===== config.mk =====
export PLATFORM = sky130hd
export DESIGN_NAME = ecc_pipe_stage
export DESIGN_NICKNAME = d
export VERILOG_FILES = /design/src/rtl/ecc_stage_pkg.sv /design/src/rtl/ecc_encoder.sv /design/src/rtl/ecc_corrector.sv /design/src/rtl/stage_logic.sv /design/src/rtl/ecc_pipe_stage.sv
export SDC_FILE = /design/constraint.sdc
export NUM_CORES = 1
export LEC_CHECK = 0
export ABC_AREA = 1
export BUFFER_PORTS_ARGS = -buffer_cell sky130_fd_sc_hd__buf_2
export CELL_PAD_IN_SITES_DETAIL_PLACEMENT = 1
export CELL_PAD_IN_SITES_GLOBAL_PLACEMENT = 1
export CORE_AREA = 3 3 88 90
export DETAILED_ROUTE_END_ITERATION = 8
export DIE_AREA = 0 0 91 93
export PLACE_DENSITY_LB_ADDON = 0.1
export SYNTH_ARGS = -nofsm -noshare
export SYNTH_HDL_FRONTEND = slang
export SYNTH_HIERARCHICAL = 1
export SYNTH_SLANG_ARGS = --single-unit
export TNS_END_PERCENT = 10

===== constraint.sdc =====
create_clock -name clk -period 4.3 [get_ports clk]
set_input_delay 0.215 -clock clk [delete_from_list [all_inputs] [get_ports clk]]
set_output_delay 0.215 -clock clk [all_outputs]
set_load 0.1 [all_outputs]

===== src/rtl/ecc_stage_pkg.sv =====
package ecc_stage_pkg;

    localparam int DATA_W = 8;
    localparam int PAR_W  = 4;
    localparam int CODE_W = DATA_W + PAR_W;

    typedef logic [CODE_W-1:0] code_t;
    typedef logic [DATA_W-1:0] data_t;
    typedef logic [PAR_W-1:0]  synd_t;

    typedef struct packed {
        code_t in_word;
        code_t out_word;
    } stage_regs_t;

    // Positions are counted from 1; a power of two holds a check bit.
    function automatic bit is_check_pos(int pos);
        return (pos & (pos - 1)) == 0;
    endfunction

    function automatic code_t scatter_data(data_t d);
        code_t w;
        int    k;
        w = '0;
        k = 0;
        for (int pos = 1; pos <= CODE_W; pos++) begin
            if (!is_check_pos(pos)) begin
                w[pos-1] = d[k];
                k++;
            end
        end
        return w;
    endfunction

    function automatic data_t gather_data(code_t w);
        data_t d;
        int    k;
        d = '0;
        k = 0;
        for (int pos = 1; pos <= CODE_W; pos++) begin
            if (!is_check_pos(pos)) begin
                d[k] = w[pos-1];
                k++;
            end
        end
        return d;
    endfunction

    // Bit j of the syndrome covers every position whose index has bit j set.
    function automatic synd_t calc_syndrome(code_t w);
        synd_t s;
        s = '0;
        for (int j = 0; j < PAR_W; j++) begin
            for (int pos = 1; pos <= CODE_W; pos++) begin
                if (((pos >> j) & 1) == 1) begin
                    s[j] = s[j] ^ w[pos-1];
                end
            end
        end
        return s;
    endfunction

    function automatic code_t ecc_encode(data_t d);
        code_t w;
        synd_t s;
        w = scatter_data(d);
        s = calc_syndrome(w);
        for (int j = 0; j < PAR_W; j++) begin
            w[(1 << j) - 1] = s[j];
        end
        return w;
    endfunction

endpackage


===== src/rtl/ecc_encoder.sv =====
module ecc_encoder
    import ecc_stage_pkg::*;
(
    input  data_t data_i,
    output code_t code_o
);

    always_comb begin
        code_o = ecc_encode(data_i);
    end

endmodule


===== src/rtl/ecc_corrector.sv =====
module ecc_corrector
    import ecc_stage_pkg::*;
(
    input  code_t code_i,
    output data_t data_o,
    output logic  err_o
);

    synd_t synd;
    code_t fixed;

    always_comb begin
        synd  = calc_syndrome(code_i);
        fixed = code_i;
        for (int pos = 1; pos <= CODE_W; pos++) begin
            if (int'(synd) == pos) begin
                fixed[pos-1] = ~code_i[pos-1];
            end
        end
        data_o = gather_data(fixed);
        err_o  = (synd != '0);
    end

endmodule


===== src/rtl/stage_logic.sv =====
module stage_logic
    import ecc_stage_pkg::*;
#(
    parameter int                 FUNC_SEL = 0,
    parameter logic [DATA_W-1:0]  XOR_KEY  = 8'h5A
) (
    input  data_t a_i,
    output data_t y_o
);

    generate
        if (FUNC_SEL == 0) begin : g_incr
            assign y_o = a_i + data_t'(1);
        end else begin : g_xor
            assign y_o = a_i ^ XOR_KEY;
        end
    endgenerate

endmodule


===== src/rtl/ecc_pipe_stage.sv =====
module ecc_pipe_stage
    import ecc_stage_pkg::*;
#(
    parameter int                 FUNC_SEL = 0,
    parameter logic [DATA_W-1:0]  XOR_KEY  = 8'h5A
) (
    input  logic              clk,
    input  logic              rst_n,
    input  logic [DATA_W-1:0] din,
    input  logic [CODE_W-1:0] flip_in_mask,
    input  logic [CODE_W-1:0] flip_out_mask,
    output logic [DATA_W-1:0] dout,
    output logic              err_in,
    output logic              err_out
);

    localparam code_t ZERO_CODE = ecc_encode('0);

    stage_regs_t regs_d;
    stage_regs_t regs_q;

    code_t enc_in;
    code_t enc_out;
    data_t core_a;
    data_t core_y;

    ecc_encoder u_enc_in (
        .data_i (din),
        .code_o (enc_in)
    );

    ecc_corrector u_cor_in (
        .code_i (regs_q.in_word),
        .data_o (core_a),
        .err_o  (err_in)
    );

    stage_logic #(
        .FUNC_SEL (FUNC_SEL),
        .XOR_KEY  (XOR_KEY)
    ) u_core (
        .a_i (core_a),
        .y_o (core_y)
    );

    ecc_encoder u_enc_out (
        .data_i (core_y),
        .code_o (enc_out)
    );

    ecc_corrector u_cor_out (
        .code_i (regs_q.out_word),
        .data_o (dout),
        .err_o  (err_out)
    );

    // Masks model an upset landing in the word as it is captured.
    always_comb begin
        regs_d          = regs_q;
        regs_d.in_word  = enc_in ^ flip_in_mask;
        regs_d.out_word = enc_out ^ flip_out_mask;
    end

    always_ff @(posedge clk or negedge rst_n) begin
        if (!rst_n) begin
            regs_q.in_word  <= ZERO_CODE;
            regs_q.out_word <= ZERO_CODE;
        end else begin
            regs_q <= regs_d;
        end
    end

endmodule


==> results.md <==
- GRT Total Usage: 18.3%
- Largest regs: regs_q x24
- Routed vias: 2967
- Vias in the first global route: 2931
- Worst r2r src: regs_q[18]
- Largest register FFs: 24
- Detailed Place HPWL: 6.42 mm
- First-pass DRT Iterations: 4
- RSZ-0062 raised after global routing: false
- Clk Latency, worst-skew pair: 270 ps
- Synthesized area per cell: 5.44 sq um
- Final Cell Area: 3070 sq um
- Result of the run: completed
- Diode count: 0
- Crit Path Max Fanout: 6
- Final setup TNS: 0 ps
- Worst setup path class: flip-flop to flip-flop
- Pin count of the biggest net entering global routing: 25
- Clk root buf: clkbuf_8
- Max transition margin: 61.7%
- Post-CTS setup buffer count: 0
- Placed instance area: 3020 sq um
- IO Pins: 44
- Gpl congestion: 0.833
- Crit start category: flip-flop
- Measured slew at the worst slew-check pin: 574 ps
- Synthesized cell area: 2800 sq um
- Synth top area cells: nand2_1 (34%), dfrtp_1 (21%), inv_1 (12%), nand3_1 (8.8%), buf_4 (4.3%)
- Cts repair resizes: 0
- Routed vias/inst: 4.61
- Setup Skew: 4.15 ps
- Yosys reg bits: 24
- Hold-fix buffer count after cts: 1
- Antenna violations before repair: 0
- Initial Util: 39.2%
- Layout cell share with drive strength beyond 1: 15.0%
- Commonest non-fill, non-tap cell in the layout: nand2_1
- Critical path endpoint category: flip-flop
- Final Setup Violations: 0
- CTS tree: yes
- Final period demand of the worst path: 3000 ps
- Most frequent cells in the layout: nand2_1 (255), inv_1 (90), nand3_1 (49)
- CP Launch Point: regs_q[18]
- Clock sink count: 24
- Fmax: 0.333 GHz
- Drc violations: 0
- CP max stage delay: 450 ps
- CTS buffer count: 3
- Final period util: 69.9%
- Port-buffer cells: 43
- Slack of the worst reg-to-reg path: 1300 ps
- Post-layout net count: 582
- Register area share after synthesis: 21.5%
- Crit path cell chain: xnor2_1 > inv_1 > nand3_1 > nand2_1 > nor2_2 > nand3_1 > nand2_1 > ha_1 > nand3_1 > nor2_1 > nand2_1 > nand2_1 > inv_1 > nand2_1 > nand3_1 > nand2_1 > nand2_1 > nand2_1 > inv_1 > nand2_1 > nand2_1
- Area of the die: 8460 sq um
- Worst Setup EP: regs_q[1]
- MaxCap Viol Count: 0
- Std cell rows: 31
- Die Width: 91 microns
- Worst reg2reg path depth: 21
- Detailed Route WL: 7.33 mm
- Crit path DAT: 3170 ps
- Filler instances: 1094
- Static leakage: 1.98 nW
- Power per cell area: 617 nW/um^2
- Final hold violations: 0
- P&R area growth vs syn: 9.66%
- VDD IR max: 276 uV
- RR Endpoint: regs_q[1]
- Mapped Cells: 514
- Post-synth top area share: 34.2%
- Hold crit path type: input pin to flip-flop
- Synth warn: 6
- Die H: 93 microns
- Total gr overflow: 0
- Critical Path RT: 4470 ps
- Pins Over Slew Limit: 0
- Core Box Area: 7140 sq um
- CTS Buffer Depth: 2
- Crit-path slowest cell: dfrtp_1
- Cell mode on critical path: nand2_1
- Number of DRC markers in iteration 0: 78
- Netlist cell types: 17
- Clk slew on worst S/H paths: 80 ps
- Antenna Nets Post-Route: 0
- Post-synth top area cell: nand2_1
- Syn Nets: 549
- First-pass GRT wire length: 12.9 mm
- H-tree depth: 1
- Avg WL per Cell: 11.4 microns
- Reg with most FFs: regs_q
[worst min-delay path by stage]
stage	from	to	slack [ps]	depth (start not counted)
floorplan	rst_n	regs_q[0]	-80	0
global placement	rst_n	regs_q[19]	240	1
detailed placement	rst_n	regs_q[19]	250	1
CTS	flip_out_mask[0]	regs_q[0]	160	3
global route	flip_out_mask[3]	regs_q[3]	180	3
finish	flip_out_mask[2]	regs_q[2]	160	3
[through the flow]
stage          util (%)  cells  hold slack, ps  setup slack [ps]  total power (W)
6_report           43.0    644             161              1300          0.00189
3_3_place_gp       42.3    640             245              1390          0.00172
2_1_floorplan         -    514           -80.6              1880          0.00153
5_1_grt            43.0    644             179               792          0.00207
4_1_cts            43.0    644             158              1260          0.00191
3_5_place_dp       42.3    640             250              1310          0.00177
[critical path: cells and delay by family, from the launching register on]
| family | cells | cell delay, ps |
|---|---|---|
| AND/OR/NAND/NOR | 16 | 1700 |
| adder cells (fa/ha/maj) | 1 | 200 |
| XOR/XNOR | 1 | 350 |
| flip-flops | 1 | 450 |
| buffers and inverters | 3 | 240 |
[layout make-up]
cell class / instances / area (sq um) / share of cell area [%]
Clock buffer: 3 / 41.3 / 1.35
Inverter: 100 / 375 / 12.2
Multi-Input combinational cell: 374 / 1700 / 55.5
Sequential cell: 24 / 601 / 19.6
Tap cell: 99 / 124 / 4.04
Timing Repair Buffer: 44 / 225 / 7.34
[cell families after synthesis]
group                      synth area share (%)
adders and majority gates                 0.447
AOI/OAI and AO/OA                         0.984
and+or+nand+nor                            53.4
buffers and inverters                      17.7
xor gates and xnor gates                   5.95
DFF                                        21.5
[routing by layer]
| metal | vias to the layer above | GRT usage (%) | routed length, microns |
|---|---|---|---|
| li1 | 1550 | - | - |
| met1 | 1373 | 25.6 | 3720 |
| met2 | 39 | 30.9 | 3300 |
| met3 | 5 | 1.93 | 250 |
| met4 | 0 | 3.02 | 48 |
| met5 | - | 0 | 0 |
[power breakdown]
group / leakage (nW) / internal (W) / total [W] / switching, W
combinational: 1.67 / 0.000356 / 0.00143 / 0.00107
clock: 0.0216 / 0.0000628 / 0.000134 / 0.0000716
sequential: 0.287 / 0.000274 / 0.000331 / 0.0000567
[synth_stat cells (all sizes together)]
master,count
clkinv,2
xnor2,12
o21ai,4
xor2,7
ha,1
inv,98
nor2,28
nand3,49
nand2b,6
buf,16
nand2,267
dfrtp,24
(Power assumes the default switching activity.)
